### src/rtl/csel_pkg.sv
package csel_pkg;
    localparam int PERM_W  = 4;
    localparam int CPU_BIT = 4;

    typedef enum logic {
        KIND_BASE = 1'b0,
        KIND_MASK = 1'b1
    } reg_kind_e;

    // Permission index: {supervisor, code}; bit0 UD, bit1 UC, bit2 SD, bit3 SC
    function automatic logic [1:0] perm_index(input logic supv, input logic data);
        return {supv, ~data};
    endfunction
endpackage

### src/rtl/csel_regs.sv
module csel_regs
    import csel_pkg::*;
#(
    parameter int NUM_SEL      = 8,
    parameter int ADDR_W       = 32,
    parameter int CMP_LSB      = 16,
    parameter int CPU_GATE_SEL = 1,
    localparam int SEL_W = $clog2(NUM_SEL),
    localparam int CMP_W = ADDR_W - CMP_LSB
) (
    input  logic                              clk,
    input  logic                              rst_n,
    input  logic                              wr_en,
    input  logic [SEL_W:0]                    wr_addr,
    input  logic [ADDR_W-1:0]                 wr_data,
    input  logic [SEL_W:0]                    rd_addr,
    output logic [ADDR_W-1:0]                 rd_data,
    output logic [NUM_SEL-1:0][CMP_W-1:0]     base_o,
    output logic [NUM_SEL-1:0][CMP_W-1:0]     mask_o,
    output logic [NUM_SEL-1:0][PERM_W-1:0]    perm_o,
    output logic [NUM_SEL-1:0]                cpu_blk_o,
    output logic                              boot_o
);
    logic [SEL_W-1:0] wr_sel, rd_sel;
    reg_kind_e        wr_kind, rd_kind;
    logic             wdata_unused;

    assign wr_sel       = wr_addr[SEL_W:1];
    assign wr_kind      = reg_kind_e'(wr_addr[0]);
    assign rd_sel       = rd_addr[SEL_W:1];
    assign rd_kind      = reg_kind_e'(rd_addr[0]);
    assign wdata_unused = ^wr_data[CMP_LSB-1:CPU_BIT+1];

    // Catch-all boot mode of select 0
    typedef struct packed {
        logic boot;
    } ctl_t;
    ctl_t ctl_d, ctl_q;

    always_comb begin
        ctl_d = ctl_q;
        if (wr_en && wr_sel == '0 && wr_kind == KIND_MASK)
            ctl_d.boot = 1'b0;
    end

    always_ff @(posedge clk or negedge rst_n) begin
        if (!rst_n) ctl_q <= '{boot: 1'b1};
        else        ctl_q <= ctl_d;
    end

    assign boot_o = ctl_q.boot;

    // Per-select storage
    for (genvar g = 0; g < NUM_SEL; g++) begin : g_sel
        typedef struct packed {
            logic [CMP_W-1:0]  base;
            logic [CMP_W-1:0]  mask;
            logic [PERM_W-1:0] perm;
            logic              cpu;
        } ent_t;
        ent_t ent_d, ent_q;
        logic wr_hit;

        assign wr_hit = wr_en && (wr_sel == SEL_W'(g));

        always_comb begin
            ent_d = ent_q;
            if (wr_hit) begin
                if (wr_kind == KIND_BASE) begin
                    ent_d.base = wr_data[ADDR_W-1:CMP_LSB];
                end else begin
                    ent_d.mask = wr_data[ADDR_W-1:CMP_LSB];
                    ent_d.perm = wr_data[PERM_W-1:0];
                    ent_d.cpu  = (g == CPU_GATE_SEL) ? wr_data[CPU_BIT] : 1'b0;
                end
            end
        end

        if (g == 0) begin : g_rst
            always_ff @(posedge clk or negedge rst_n) begin
                if (!rst_n) ent_q <= '0;
                else        ent_q <= ent_d;
            end
        end else begin : g_keep
            always_ff @(posedge clk) begin
                ent_q <= ent_d;
            end
        end

        assign base_o[g]    = ent_q.base;
        assign mask_o[g]    = ent_q.mask;
        assign perm_o[g]    = ent_q.perm;
        assign cpu_blk_o[g] = (g == CPU_GATE_SEL) ? ent_q.cpu : 1'b0;
    end

    // Read-back multiplexer
    always_comb begin
        rd_data = '0;
        for (int i = 0; i < NUM_SEL; i++) begin
            if (rd_sel == SEL_W'(i)) begin
                if (rd_kind == KIND_BASE)
                    rd_data = {base_o[i], {CMP_LSB{1'b0}}};
                else
                    rd_data = {mask_o[i], {(CMP_LSB-PERM_W-1){1'b0}},
                               cpu_blk_o[i], perm_o[i]};
            end
        end
    end
endmodule

### src/rtl/csel_match.sv
module csel_match
    import csel_pkg::*;
#(
    parameter int CMP_W = 16
) (
    input  logic [CMP_W-1:0]  cmp_addr,
    input  logic [CMP_W-1:0]  base,
    input  logic [CMP_W-1:0]  mask,
    input  logic [PERM_W-1:0] perm,
    input  logic              cpu_blk,
    input  logic              supv,
    input  logic              data,
    input  logic              cpu_space,
    output logic              grant
);
    logic region_hit;
    logic type_denied;

    always_comb begin
        region_hit  = ((cmp_addr ^ base) & ~mask) == '0;
        type_denied = perm[perm_index(supv, data)] || (cpu_blk && cpu_space);
        grant       = region_hit && !type_denied;
    end
endmodule

### src/rtl/csel_decoder.sv
module csel_decoder
    import csel_pkg::*;
#(
    parameter int NUM_SEL      = 8,
    parameter int ADDR_W       = 32,
    parameter int CMP_LSB      = 16,
    parameter int MUX_LSB      = 24,
    parameter int MUX_W        = 4,
    parameter int CPU_GATE_SEL = 1,
    localparam int SEL_W   = $clog2(NUM_SEL),
    localparam int CMP_W   = ADDR_W - CMP_LSB,
    localparam int MUX_OFF = MUX_LSB - CMP_LSB,
    localparam int MUX_TOP = MUX_OFF + MUX_W
) (
    input  logic               clk,
    input  logic               rst_n,
    input  logic               reg_wr,
    input  logic [SEL_W:0]     reg_addr,
    input  logic [ADDR_W-1:0]  reg_wdata,
    output logic [ADDR_W-1:0]  reg_rdata,
    input  logic               bus_valid,
    input  logic [ADDR_W-1:0]  bus_addr,
    input  logic               bus_super,
    input  logic               bus_data,
    input  logic               bus_cpu_space,
    input  logic               bus_ext,
    input  logic [MUX_W-1:0]   pin_addr_en,
    output logic [NUM_SEL-1:0] cs_n
);
    logic [NUM_SEL-1:0][CMP_W-1:0]  base_v, mask_v;
    logic [NUM_SEL-1:0][PERM_W-1:0] perm_v;
    logic [NUM_SEL-1:0]             cpu_blk;
    logic [NUM_SEL-1:0]             grant;
    logic                           boot;
    logic [CMP_W-1:0]               ext_hi, cmp_hi;
    logic                           addr_unused;

    assign addr_unused = ^bus_addr[CMP_LSB-1:0];

    csel_regs #(
        .NUM_SEL      (NUM_SEL),
        .ADDR_W       (ADDR_W),
        .CMP_LSB      (CMP_LSB),
        .CPU_GATE_SEL (CPU_GATE_SEL)
    ) u_regs (
        .clk       (clk),
        .rst_n     (rst_n),
        .wr_en     (reg_wr),
        .wr_addr   (reg_addr),
        .wr_data   (reg_wdata),
        .rd_addr   (reg_addr),
        .rd_data   (reg_rdata),
        .base_o    (base_v),
        .mask_o    (mask_v),
        .perm_o    (perm_v),
        .cpu_blk_o (cpu_blk),
        .boot_o    (boot)
    );

    // Reduced comparison address for outside-master cycles
    always_comb begin
        ext_hi                  = '0;
        ext_hi[MUX_OFF-1:0]     = bus_addr[MUX_LSB-1:CMP_LSB];
        ext_hi[MUX_TOP-1:MUX_OFF] = bus_addr[MUX_LSB+MUX_W-1:MUX_LSB] & pin_addr_en;
        cmp_hi = bus_ext ? ext_hi : bus_addr[ADDR_W-1:CMP_LSB];
    end

    for (genvar g = 0; g < NUM_SEL; g++) begin : g_match
        csel_match #(.CMP_W(CMP_W)) u_match (
            .cmp_addr  (cmp_hi),
            .base      (base_v[g]),
            .mask      (mask_v[g]),
            .perm      (perm_v[g]),
            .cpu_blk   (cpu_blk[g]),
            .supv      (bus_super),
            .data      (bus_data),
            .cpu_space (bus_cpu_space),
            .grant     (grant[g])
        );
    end

    // Registered strobe stage
    typedef struct packed {
        logic [NUM_SEL-1:0] cs_n;
    } out_t;
    out_t out_d, out_q;

    always_comb begin
        out_d      = out_q;
        out_d.cs_n = ~({NUM_SEL{bus_valid}} &
                       (grant | {{(NUM_SEL-1){1'b0}}, boot}));
    end

    always_ff @(posedge clk or negedge rst_n) begin
        if (!rst_n) out_q <= '{cs_n: '1};
        else        out_q <= out_d;
    end

    assign cs_n = out_q.cs_n;
endmodule

### config.mk
export PLATFORM = sky130hd
export DESIGN_NAME = csel_decoder
export DESIGN_NICKNAME = d
export VERILOG_FILES = /design/src/rtl/csel_pkg.sv /design/src/rtl/csel_regs.sv /design/src/rtl/csel_match.sv /design/src/rtl/csel_decoder.sv
export SDC_FILE = /design/constraint.sdc
export NUM_CORES = 1
export LEC_CHECK = 0
export BUFFER_PORTS_ARGS = -buffer_cell sky130_fd_sc_hd__buf_4
export CAP_MARGIN = 20
export CORE_UTILIZATION = 45
export DETAILED_ROUTE_END_ITERATION = 7
export GPL_TIMING_DRIVEN = 0
export PLACE_DENSITY = 0.72
export SYNTH_ARGS = -nofsm -noshare
export SYNTH_HDL_FRONTEND = slang
export SYNTH_SLANG_ARGS = --single-unit
export TNS_END_PERCENT = 50
### constraint.sdc
create_clock -name clk -period 5.3 [get_ports clk]
set_input_delay 1.06 -clock clk [delete_from_list [all_inputs] [get_ports clk]]
set_output_delay 1.06 -clock clk [all_outputs]
set_load 0.05 [all_outputs]
Word-level counts from Yosys, hierarchy flattened. Index checks and enable logic that the tools add are counted. Widths: inputs -> output; s select.

Register bits after elaboration: 298. Output and inout port bits: 40.

Equal/unequal tests: 7. Multiplexer cells: 33. Bitwise logic cells: 30. Magnitude comparators: 1. Reduce and logical (&&, ||, !) cells: 52.

Operators with widths (number): $mux 32 (16); $and 16x16->16 (8); $logic_not 16->1 (8); $not 16->16 (8); $xor 16x16->16 (8); $reduce_and 2->1 (16); $logic_and 1x1->1 (18); $bmux 1 s2 (8); $mux 16 (1); $eq 3x3->1 const B (4); $and 8x8->8 (1); $logic_not 1->1 (8); $mux 1 (8); $not 8->8 (1); $or 8x1->8 (1); $eq 3x2->1 const B (2); $and 4x4->4 (1); $eq 3x1->1 const B (1); $logic_not 3->1 (1); $lt 2x3->1 const B (1); $not 1->1 (2); $logic_or 1x1->1 (1).

Depth between registers and ports, before layout. Gate-level depths: netlist of run 1.

Depth in word-level cells: 9. Depth in mapped cells: 8.

Hierarchy. A second synthesis of run 1 with hierarchy kept.

Cells, all modules: 1020. Area, all modules: 14436.3 µm².

By module, submodules not included: csel_regs (cells each 751, instances 1, area an instance 12147.9 µm²); csel_match (cells each 30, instances 8, area an instance 246.5 µm²); csel_decoder (cells each 29, instances 1, area an instance 316.6 µm²).

Worst setup path before layout of run 1. OpenSTA, ideal clock, no wires.

Kind: input-to-output. From: in reg_addr[0]. To: out reg_rdata[16]. Data arrival time: 3236 ps. Path slack: 1004 ps. Stages on the path: 7. Required time: 4240 ps. Cells stage by stage: buf_2 > buf_2 > clkbuf_1 > a211oi_1 > o22ai_1 > a21oi_1 > o21ai_0.

Cells in the longest elaborated chain, start to end: 9. Elaborated cells on any way between the ends: 16. Those cells by class: mux (16).

RTL lines: start, declared (line csel_decoder.sv:18) `input logic [SEL_W:0] reg_addr,`; $mux 32 (line csel_regs.sv:101) `if (rd_kind == KIND_BASE)`; $mux 32 (7 in series) (line csel_regs.sv:100) `if (rd_sel == SEL_W'(i)) begin`; $mux 32 * (line csel_regs.sv:100); end, declared (line csel_decoder.sv:20) `output logic [ADDR_W-1:0] reg_rdata,`.

Mark *: on every way between the ends. The rest lies on a longest branch, timed or not.

Worst setup path in the final report of run 1.
From: in reg_addr[2]. To: out reg_rdata[22].

Cells in the longest elaborated chain, start to end: 9. Elaborated cells on any way between the ends: 16. Those cells by class: eq/ne (7); mux (8); reduce/logical (1).

RTL lines (line): $logic_not 3->1 (csel_regs.sv:100); $mux 32 (7 in series) (csel_regs.sv:100); $mux 32 * (csel_regs.sv:100).

Marks and branches as above.

==> impl_metrics.ini, run 1 <==
[sta]
setup_viol = 0
hold_ws_ns = 0.4965
period_minus_slack_ns = 4.849
fmax_mhz = 206.2
slew-limit-headroom = 0.2886
finClkSkew_ns = 0.009111
hold_violations = 0
maxSlewViolCount = 0
rsz0062_at_grt = false
fin_ws_ns = 0.4509
fin_crit_sh = 0.9149
tns_ns = 0
worst_pin_slew_ns = 1.067

[critical_path]
crit_type = in -> out
cp-start-kind = input port
cpPeakStageDelay_ns = 0.55
critPathTopFamily = buffers and inverters
endpoint_kind = primary output
path_max_fanout = 10
cp_data_arrival_time_ns = 3.79
crit_buf_inv = 4
crit_path_cell_trace = buf_4 > nand2b_1 > nand2b_1 > clkbuf_1 > clkbuf_1 > o22ai_1 > a21oi_1 > o21ai_0 > buf_4
crit_slowest_cell = clkbuf_1
required_ns = 4.24

[routing]
wl_um = 38540
firstDrtPassIters = 8
wl_per_cell_um = 24.56
drc = 13
drtAntennaViolNets = 0
vias = 9288
drt_iter0_markers = 1098
viasPerCell = 5.920

[placed_design]
place_hpwl_um = 28240
pre_cts_ws_ns = 0.6312
io_buffers = 69
post-place-cells = 1513
place.gp.congestion = 0.9298

[synthesis]
ys_async_sr_fraction = 0.1510
ys_ff_latch = 298
synth_area_leaders = edfxtp_1 (54%), mux2i_1 (7.5%), xnor2_1 (6.7%)
synth-edff-count = 253
synth.top_cell.area_share = 0.5356
synth_area_per_cell_um2 = 13.82
synth_area_mm2 = 0.01418
ys_types = 48
netlist_instances = 1026
ys.flop_type = edfxtp_1
ys_seq_area_frac = 0.6158
yosysTopAreaCell = edfxtp_1
ys_warn_count = 0

[layout]
syn2layout_area_growth_pct = 15.60
antenna_cells = 0
final_nets = 1229
drive_gt1_frac = 0.1952
final_common_cell = edfxtp_1
instances_no_fill = 1569
layout_common_cells = edfxtp_1 (253), xnor2_1 (108), mux2i_1 (106)
nFillCells = 2477

[grt]
antenna_found_initial = 0
grt_pass1_vias = 9382
grt_pass1_wl_um = 56970
grt_max_degree = 46
grt_overflow = 0
gr-usage-all-layers = 0.2390

[clocking]
clk_pin_slew_ns = 0.06
cts_max_level = 1
cts_tree = built
cts.path.max_buffers = 3
cts-root-buf = clkbuf_16
clock_sinks = 298
cts_buffers = 30
cts-hold-fix-buffers = 0
cts_setup_buffers = 0
cts_resized = 0
clk_latency_ns = 0.55

[floorplanning]
die_y_um = 179.5
start_util = 0.4601
io_pins = 120
die_area_mm2 = 0.03223
fp.dieW_um = 179.5
fp.coreArea_mm2 = 0.03083
fp-row-count = 64

[status]
violations = DRC
outcome = finished with violations

[min_path]
min_path_type = reg -> reg

[job]
cap_violations = 0

[power]
ir_drop_v = 0.0002705
power_density_mw_per_mm2 = 335.7
p_leak_nw = 5.756
-- layout make-up --
class	instances	area, µm²	share of cell area
well taps	396	495.5	0.03022
flip-flops and latches	298	8735	0.5327
clock inverters	6	57.56	0.003510
multi-input cells	648	5079	0.3098
plain buffers	75	376.6	0.02297
inverters	15	56.30	0.003434
clock buffers	50	897.1	0.05472
repair buffers	81	699.4	0.04266
-- layer usage --
layer,GRT usage,vias up,routed length (µm)
met5,0,-,0
met4,0.08759,0,1307
met3,0.05369,72,3597
met2,0.3817,488,17790
met1,0.3206,4594,15840
li1,-,4134,-
-- worst paths after layout --
kind | from | to | slack [ns] | depth (start not counted)
worst max-delay path | reg_addr[2] | reg_rdata[22] | 0.45 | 9
worst min-delay path | u_regs.boot_o | u_regs.boot_o | 0.50 | 1
worst max register to register | u_regs.perm_o[7] | cs_n[1] | 3.12 | 4
worst min register to register | u_regs.boot_o | u_regs.boot_o | 0.50 | 1
max in group asynchronous | rst_n | u_regs.perm_o[2] | 4.27 | 1
min in group asynchronous | rst_n | u_regs.base_o[2] | 0.56 | 1
-- Yosys cell counts, drive strengths merged, types with 19 or more instances --
cell type and n:
mux2 37, dfrtp 36, o21ai 44, nor2 59
edfxtp 253, o22a 20, mux2i 106, xor2 19
buf 44, xnor2 108, clkbuf 31, a211oi 28
nor2b 34, a21oi 27, o22ai 58
-- logic make-up (layout without fill, tap and decap cells) --
logic type	Yosys count	in the layout	synth area share
mux	154	154	0.1232
flops	298	298	0.6158
simple gates	140	140	0.04816
other cells	1	11	0.0002644
buf+inv	90	227	0.03052
compound gates	216	216	0.1036
xor+xnor	127	127	0.07842
-- flip-flops by register name, summed over array words and instances (netlist names) --
name              flops
cs_n                  8
u_regs.base_o       128
u_regs.boot_o         1
u_regs.cpu_blk_o      1
u_regs.mask_o       128
u_regs.perm_o        32
-- power by group --
group	switching (mW)	leakage, nW	internal [mW]	total, mW
logic	0.435	2.47	0.288	0.722
clock network	0.858	0.466	1.19	2.05
registers	0.0753	2.82	2.65	2.73
total	1.37	5.76	4.14	5.50
-- stage by stage --
step	util	area, µm²	power [mW]
after floorplan	-	14220	3.223
after global placement	0.4942	15230	3.464
after detailed placement	0.5009	15440	3.489
after CTS	0.5318	16400	5.506
after global routing	0.5318	16400	5.661
final	0.5318	16400	5.504
(Power assumes the default switching activity.)
==> run 2, diff against run 1 <==
--- a/config.mk
+++ b/config.mk
@@ -10,7 +10,7 @@
 export CORE_UTILIZATION = 45
 export DETAILED_ROUTE_END_ITERATION = 7
 export GPL_TIMING_DRIVEN = 0
-export PLACE_DENSITY = 0.72
+export PLACE_DENSITY = 0.74
 export SYNTH_ARGS = -nofsm -noshare
 export SYNTH_HDL_FRONTEND = slang
 export SYNTH_SLANG_ARGS = --single-unit
==> constraint.sdc (replaced) <==
create_clock -name clk -period 4 [get_ports clk]
set_input_delay 0.8 -clock clk [delete_from_list [all_inputs] [get_ports clk]]
set_output_delay 0.8 -clock clk [all_outputs]
set_load 0.05 [all_outputs]
==> run 2 against run 1 <==
Effect of this change: the flow still finishes with violations (DRC); utilization increased by 0.45 points; global-route usage rose by 0.44 points; combinational power rose by 34%; worst setup slack got worse by 0.39 ns; critical path depth rose by 1.
==> impl_metrics.ini, run 2 (same netlist as run 1, synthesis figures left out) <==
[sta]
slew-limit-headroom = 0.3070
fin_crit_sh = 0.9859
hold_ws_ns = 0.2754
rsz0062_at_grt = true
worst_pin_slew_ns = 1.039
hold_violations = 0
setup_viol = 0
maxSlewViolCount = 0
fmax_mhz = 253.6
period_minus_slack_ns = 3.943
finClkSkew_ns = 0.01014

[critical_path]
reg2reg_slack_ns = 1.83
endpoint = reg_rdata[26]
cp-start-kind = input port
crit_type = in -> out
endpoint_kind = primary output
reg2reg_depth = 4
reg2reg_from = u_regs.perm_o[7]
required_ns = 3.20
cp_data_arrival_time_ns = 3.14
critPathLaunch = reg_addr[3]
r2r-end = cs_n[1]
path_max_fanout = 10

[layout]
final_nets = 1231
antenna_cells = 0
multi_input_area_mm2 = 0.005087
instances_no_fill = 1572
syn2layout_area_growth_pct = 16.58
nFillCells = 2482
layout_common_cells = edfxtp_1 (253), xnor2_1 (108), mux2i_1 (106)
final_common_cell = edfxtp_1
stdcell_area_mm2 = 0.01653
regArea_mm2 = 0.008735
drive_gt1_frac = 0.2092

[clocking]
cts.path.max_buffers = 3
cts-hold-fix-buffers = 0
cts_buffers = 31
clock_sinks = 298
cts-root-buf = clkbuf_16
cts_max_level = 1
clk_latency_ns = 0.57
cts_setup_buffers = 0
cts_tree = built
clk_pin_slew_ns = 0.06

[power]
p_int_mw = 5.732
finalPower_mw = 7.619
power_density_mw_per_mm2 = 460.8
p_sw_frac = 0.2477
clockPowerShare = 0.399
p_leak_nw = 5.846
combPwrFrac = 0.127
switchingPower_mw = 1.887
ir_drop_v = 0.0003601
share_seq_of_total_power = 0.475

[floorplanning]
die_y_um = 179.5
start_util = 0.4601
die_area_mm2 = 0.03223
io_pins = 120
fp.coreArea_mm2 = 0.03083
fp-row-count = 64
fp.dieW_um = 179.5

[placed_design]
place_area_mm2 = 0.01545
place.gp.congestion = 0.9100
io_buffers = 69
place_hpwl_um = 28180
post-place-cells = 1514

[routing]
vias = 9484
wl_um = 39380
drc = 11
wl_per_cell_um = 25.05
drt_iter0_markers = 1145
viasPerCell = 6.033
firstDrtPassIters = 8
drtAntennaViolNets = 0

[grt]
grt_overflow = 0
antenna_found_initial = 0
grt_pass1_vias = 9676
grt_pass1_wl_um = 58360
grt_max_degree = 46
gr-usage-all-layers = 0.2434

[min_path]
min_path_type = in -> async

[status]
violations = DRC
outcome = finished with violations

[job]
cap_violations = 0
run 2: cell types whose count changed in the layout (fill, tap and decap cells not counted), sizes merged:
cell / previous run / this run
bufinv: 1 / 6
clkinv: 5 / 14
clkbuf: 81 / 69
inv: 15 / 16
run 2: repair_timing:
action                                  4_1_cts  5_1_grt
endpoints found under the setup margin       15        9
pin swaps                                     0        0
gates resized for setup                       5        6
run 2: worst min-delay path by stage:
stage                              from                 to  slack, ns  depth (start not counted)
after floorplan           u_regs.boot_o      u_regs.boot_o       0.47                          1
after global placement    u_regs.boot_o      u_regs.boot_o       0.48                          1
after detailed placement  u_regs.boot_o      u_regs.boot_o       0.49                          1
after CTS                         rst_n  u_regs.mask_o[11]       0.29                          1
after global routing              rst_n  u_regs.mask_o[12]       0.32                          1
final                             rst_n   u_regs.mask_o[9]       0.28                          1
run 2: power by group through the flow:
stage	clock, mW	combinational (mW)	sequential (mW)
2_1_floorplan	0	0.621	3.65
3_3_place_gp	0	0.920	3.67
3_5_place_dp	0	0.946	3.68
4_1_cts	3.04	0.953	3.61
5_1_grt	3.15	1.02	3.63
6_report	3.04	0.965	3.62
run 2: worst max-delay path, cell delays in order:
cell and delay, ns:
buf_4 0.13, buf_2 0.21, inv_1 0.31, nand2b_1 0.14, clkbuf_2 0.22, clkbuf_2 0.28, o22ai_1 0.29, a21oi_1 0.20
o21ai_0 0.29, buf_4 0.26
run 2: stage by stage:
stage	setup slack, ns	TNS [ns]	util
global route	-0.003051	-0.005052	0.5363
global placement	-0.6426	-40.01	0.4942
CTS	0.05814	0	0.5360
detailed placement	-0.2127	-1.430	0.5011
floorplan	0.2242	0	-
finish	0.05658	0	0.5363
run 2: metal layers:
metal,global-route usage,share of wire
met1,0.3274,0.41
met2,0.3897,0.46
met3,0.04903,0.097
met4,0.09483,0.032
met5,0,0
run 2: final cells by class:
class                           instances  area share
Tap cell                              396     0.02997
Inverter                               15    0.003405
Multi-Input combinational cell        648      0.3077
Buffer                                 75     0.02331
Clock inverter                         21     0.01513
Timing Repair Buffer                   82     0.04275
Sequential cell                       298      0.5283
Clock buffer                           37     0.04949
==> run 3, diff against run 2 <==
--- a/config.mk
+++ b/config.mk
@@ -7,6 +7,7 @@
 export LEC_CHECK = 0
 export BUFFER_PORTS_ARGS = -buffer_cell sky130_fd_sc_hd__buf_4
 export CAP_MARGIN = 20
+export CORE_MARGIN = 1.5
 export CORE_UTILIZATION = 45
 export DETAILED_ROUTE_END_ITERATION = 7
 export GPL_TIMING_DRIVEN = 0
==> run 3 against run 2 <==
Effect of this change: the run ends with setup timing left; global-route usage down 0.46 points; utilization about the same; hold slack worse by 0.0088 ns; final area about the same; first-iteration DRC count down 4.7%; critical path depth down 1; cell count down 0.13%; worst setup slack worse by 0.077 ns; critical endpoint is now reg_rdata[27]; highest routed layer is now met5.
==> impl_metrics.ini, run 3 (same netlist as run 1, synthesis figures left out) <==
[status]
outcome = finished with violations
violations = setup timing

[min_path]
min_path_type = in -> async

[critical_path]
cp-start-kind = input port
required_ns = 3.20
crit_path_cell_trace = buf_4 > buf_2 > inv_1 > nand2b_2 > clkbuf_2 > o22ai_1 > a21oi_1 > o21ai_0 > buf_4
crit_slowest_cell = o22ai_1
path_max_fanout = 10
crit_type = in -> out
endpoint_kind = primary output
crit_buf_inv = 5
critPathTopFamily = buffers and inverters
path_common_cell = buf_4
cpPeakStageDelay_ns = 0.40
cp_data_arrival_time_ns = 3.22

[sta]
hold_violations = 0
rsz0062_at_grt = false
finClkSkew_ns = 0.01060
fin_ws_ns = -0.02063
tns_ns = -0.02063
fin_crit_sh = 1.005
setup_viol = 1
maxSlewViolCount = 0
worst_pin_slew_ns = 1.030
fmax_mhz = 248.7
slew-limit-headroom = 0.3127
period_minus_slack_ns = 4.021

[layout]
layout_common_cells = edfxtp_1 (253), xnor2_1 (108), mux2i_1 (106)
syn2layout_area_growth_pct = 16.61
antenna_cells = 0
final_util = 0.5365
final_common_cell = edfxtp_1
drive_gt1_frac = 0.2147
final_nets = 1230

[routing]
firstDrtPassIters = 5
drc = 0
wl_per_cell_um = 25.05
drt_iter0_markers = 1091
vias = 9427
wl_um = 39320
viasPerCell = 6.004
drtAntennaViolNets = 0

[clocking]
clock_sinks = 298
cts_tree = built
cts-root-buf = clkbuf_16
clk_latency_ns = 0.58
cts_max_level = 1
clk_pin_slew_ns = 0.06
cts_buffers = 31
cts-hold-fix-buffers = 0
cts.path.max_buffers = 3

[power]
ir_drop_v = 0.0003713
p_leak_nw = 5.846
power_density_mw_per_mm2 = 458.9
finalPower_mw = 7.590

[grt]
antenna_found_initial = 1
gr-usage-all-layers = 0.2388
grt_pass1_wl_um = 57590
grt_pass1_vias = 9376
grt_overflow = 0
grt_max_degree = 46

[floorplanning]
fp.dieW_um = 180.5
fp.coreArea_mm2 = 0.03083
start_util = 0.4601
die_y_um = 180.5
die_area_mm2 = 0.03259
io_pins = 120
fp-row-count = 64

[placed_design]
place.gp.congestion = 0.8963
io_buffers = 69
place_hpwl_um = 28250

[job]
cap_violations = 0
-- run 3: timing repair --
action,CTS,global route
setup buffers,0,0
gates resized for setup,4,8
setup endpoints to repair,14,13
endpoints found under the hold margin,0,0
-- run 3: where the power goes --
part,leakage [nW],total (mW),internal (mW),switching [mW]
sequential,2.82,3.62,3.52,0.0998
clock,0.529,3.01,1.80,1.22
combinational,2.50,0.961,0.383,0.579
total,5.85,7.59,5.69,1.90
-- run 3: final timing paths --
kind	start	to	slack [ns]	depth (start not counted)
min in group clk	reg_wdata[4]	u_regs.cpu_blk_o[1]	0.41	1
setup reg to reg	u_regs.perm_o[6]	cs_n[1]	1.81	4
hold / removal	rst_n	u_regs.base_o[15]	0.27	1
hold reg to reg	u_regs.boot_o	u_regs.boot_o	0.51	1
max in group asynchronous	rst_n	u_regs.mask_o[3]	3.30	1
setup / recovery	reg_addr[3]	reg_rdata[27]	-0.02	9
-- run 3: per-layer routing --
metal,track usage,wire [µm]
met4,0.08000,1200
met1,0.3198,16170
met3,0.04628,3455
met5,0,11
met2,0.3915,18480
-- run 3: area by class of cell --
class / instances / area, µm²
fillers: 2540 / 14290
flip-flops and latches: 298 / 8735
multi-input cells: 648 / 5095
clock buffers: 37 / 828.3
repair buffers: 82 / 710.7
well taps: 396 / 495.5
plain buffers: 74 / 380.4
clock inverters: 20 / 239.0
inverters: 15 / 56.30
-- run 3: worst register-to-register path, stage by stage, from the launching register on --
cell and delay (ns):
edfxtp_1 0.41, mux4_2 0.56, nor4_1 0.40, o211ai_1 0.15, or4_1 0.57
-- run 3: stage by stage --
stage	instance area [µm²]	hold WS, ns	worst slack (ns)	cells
2_1_floorplan	14220	0.4732	0.2242	1036
3_3_place_gp	15230	0.4809	-0.7168	1501
3_5_place_dp	15450	0.4952	-0.1487	1514
4_1_cts	16530	0.2812	0.006209	1571
5_1_grt	16540	0.3117	0.004195	1570
6_report	16540	0.2666	-0.02063	1570
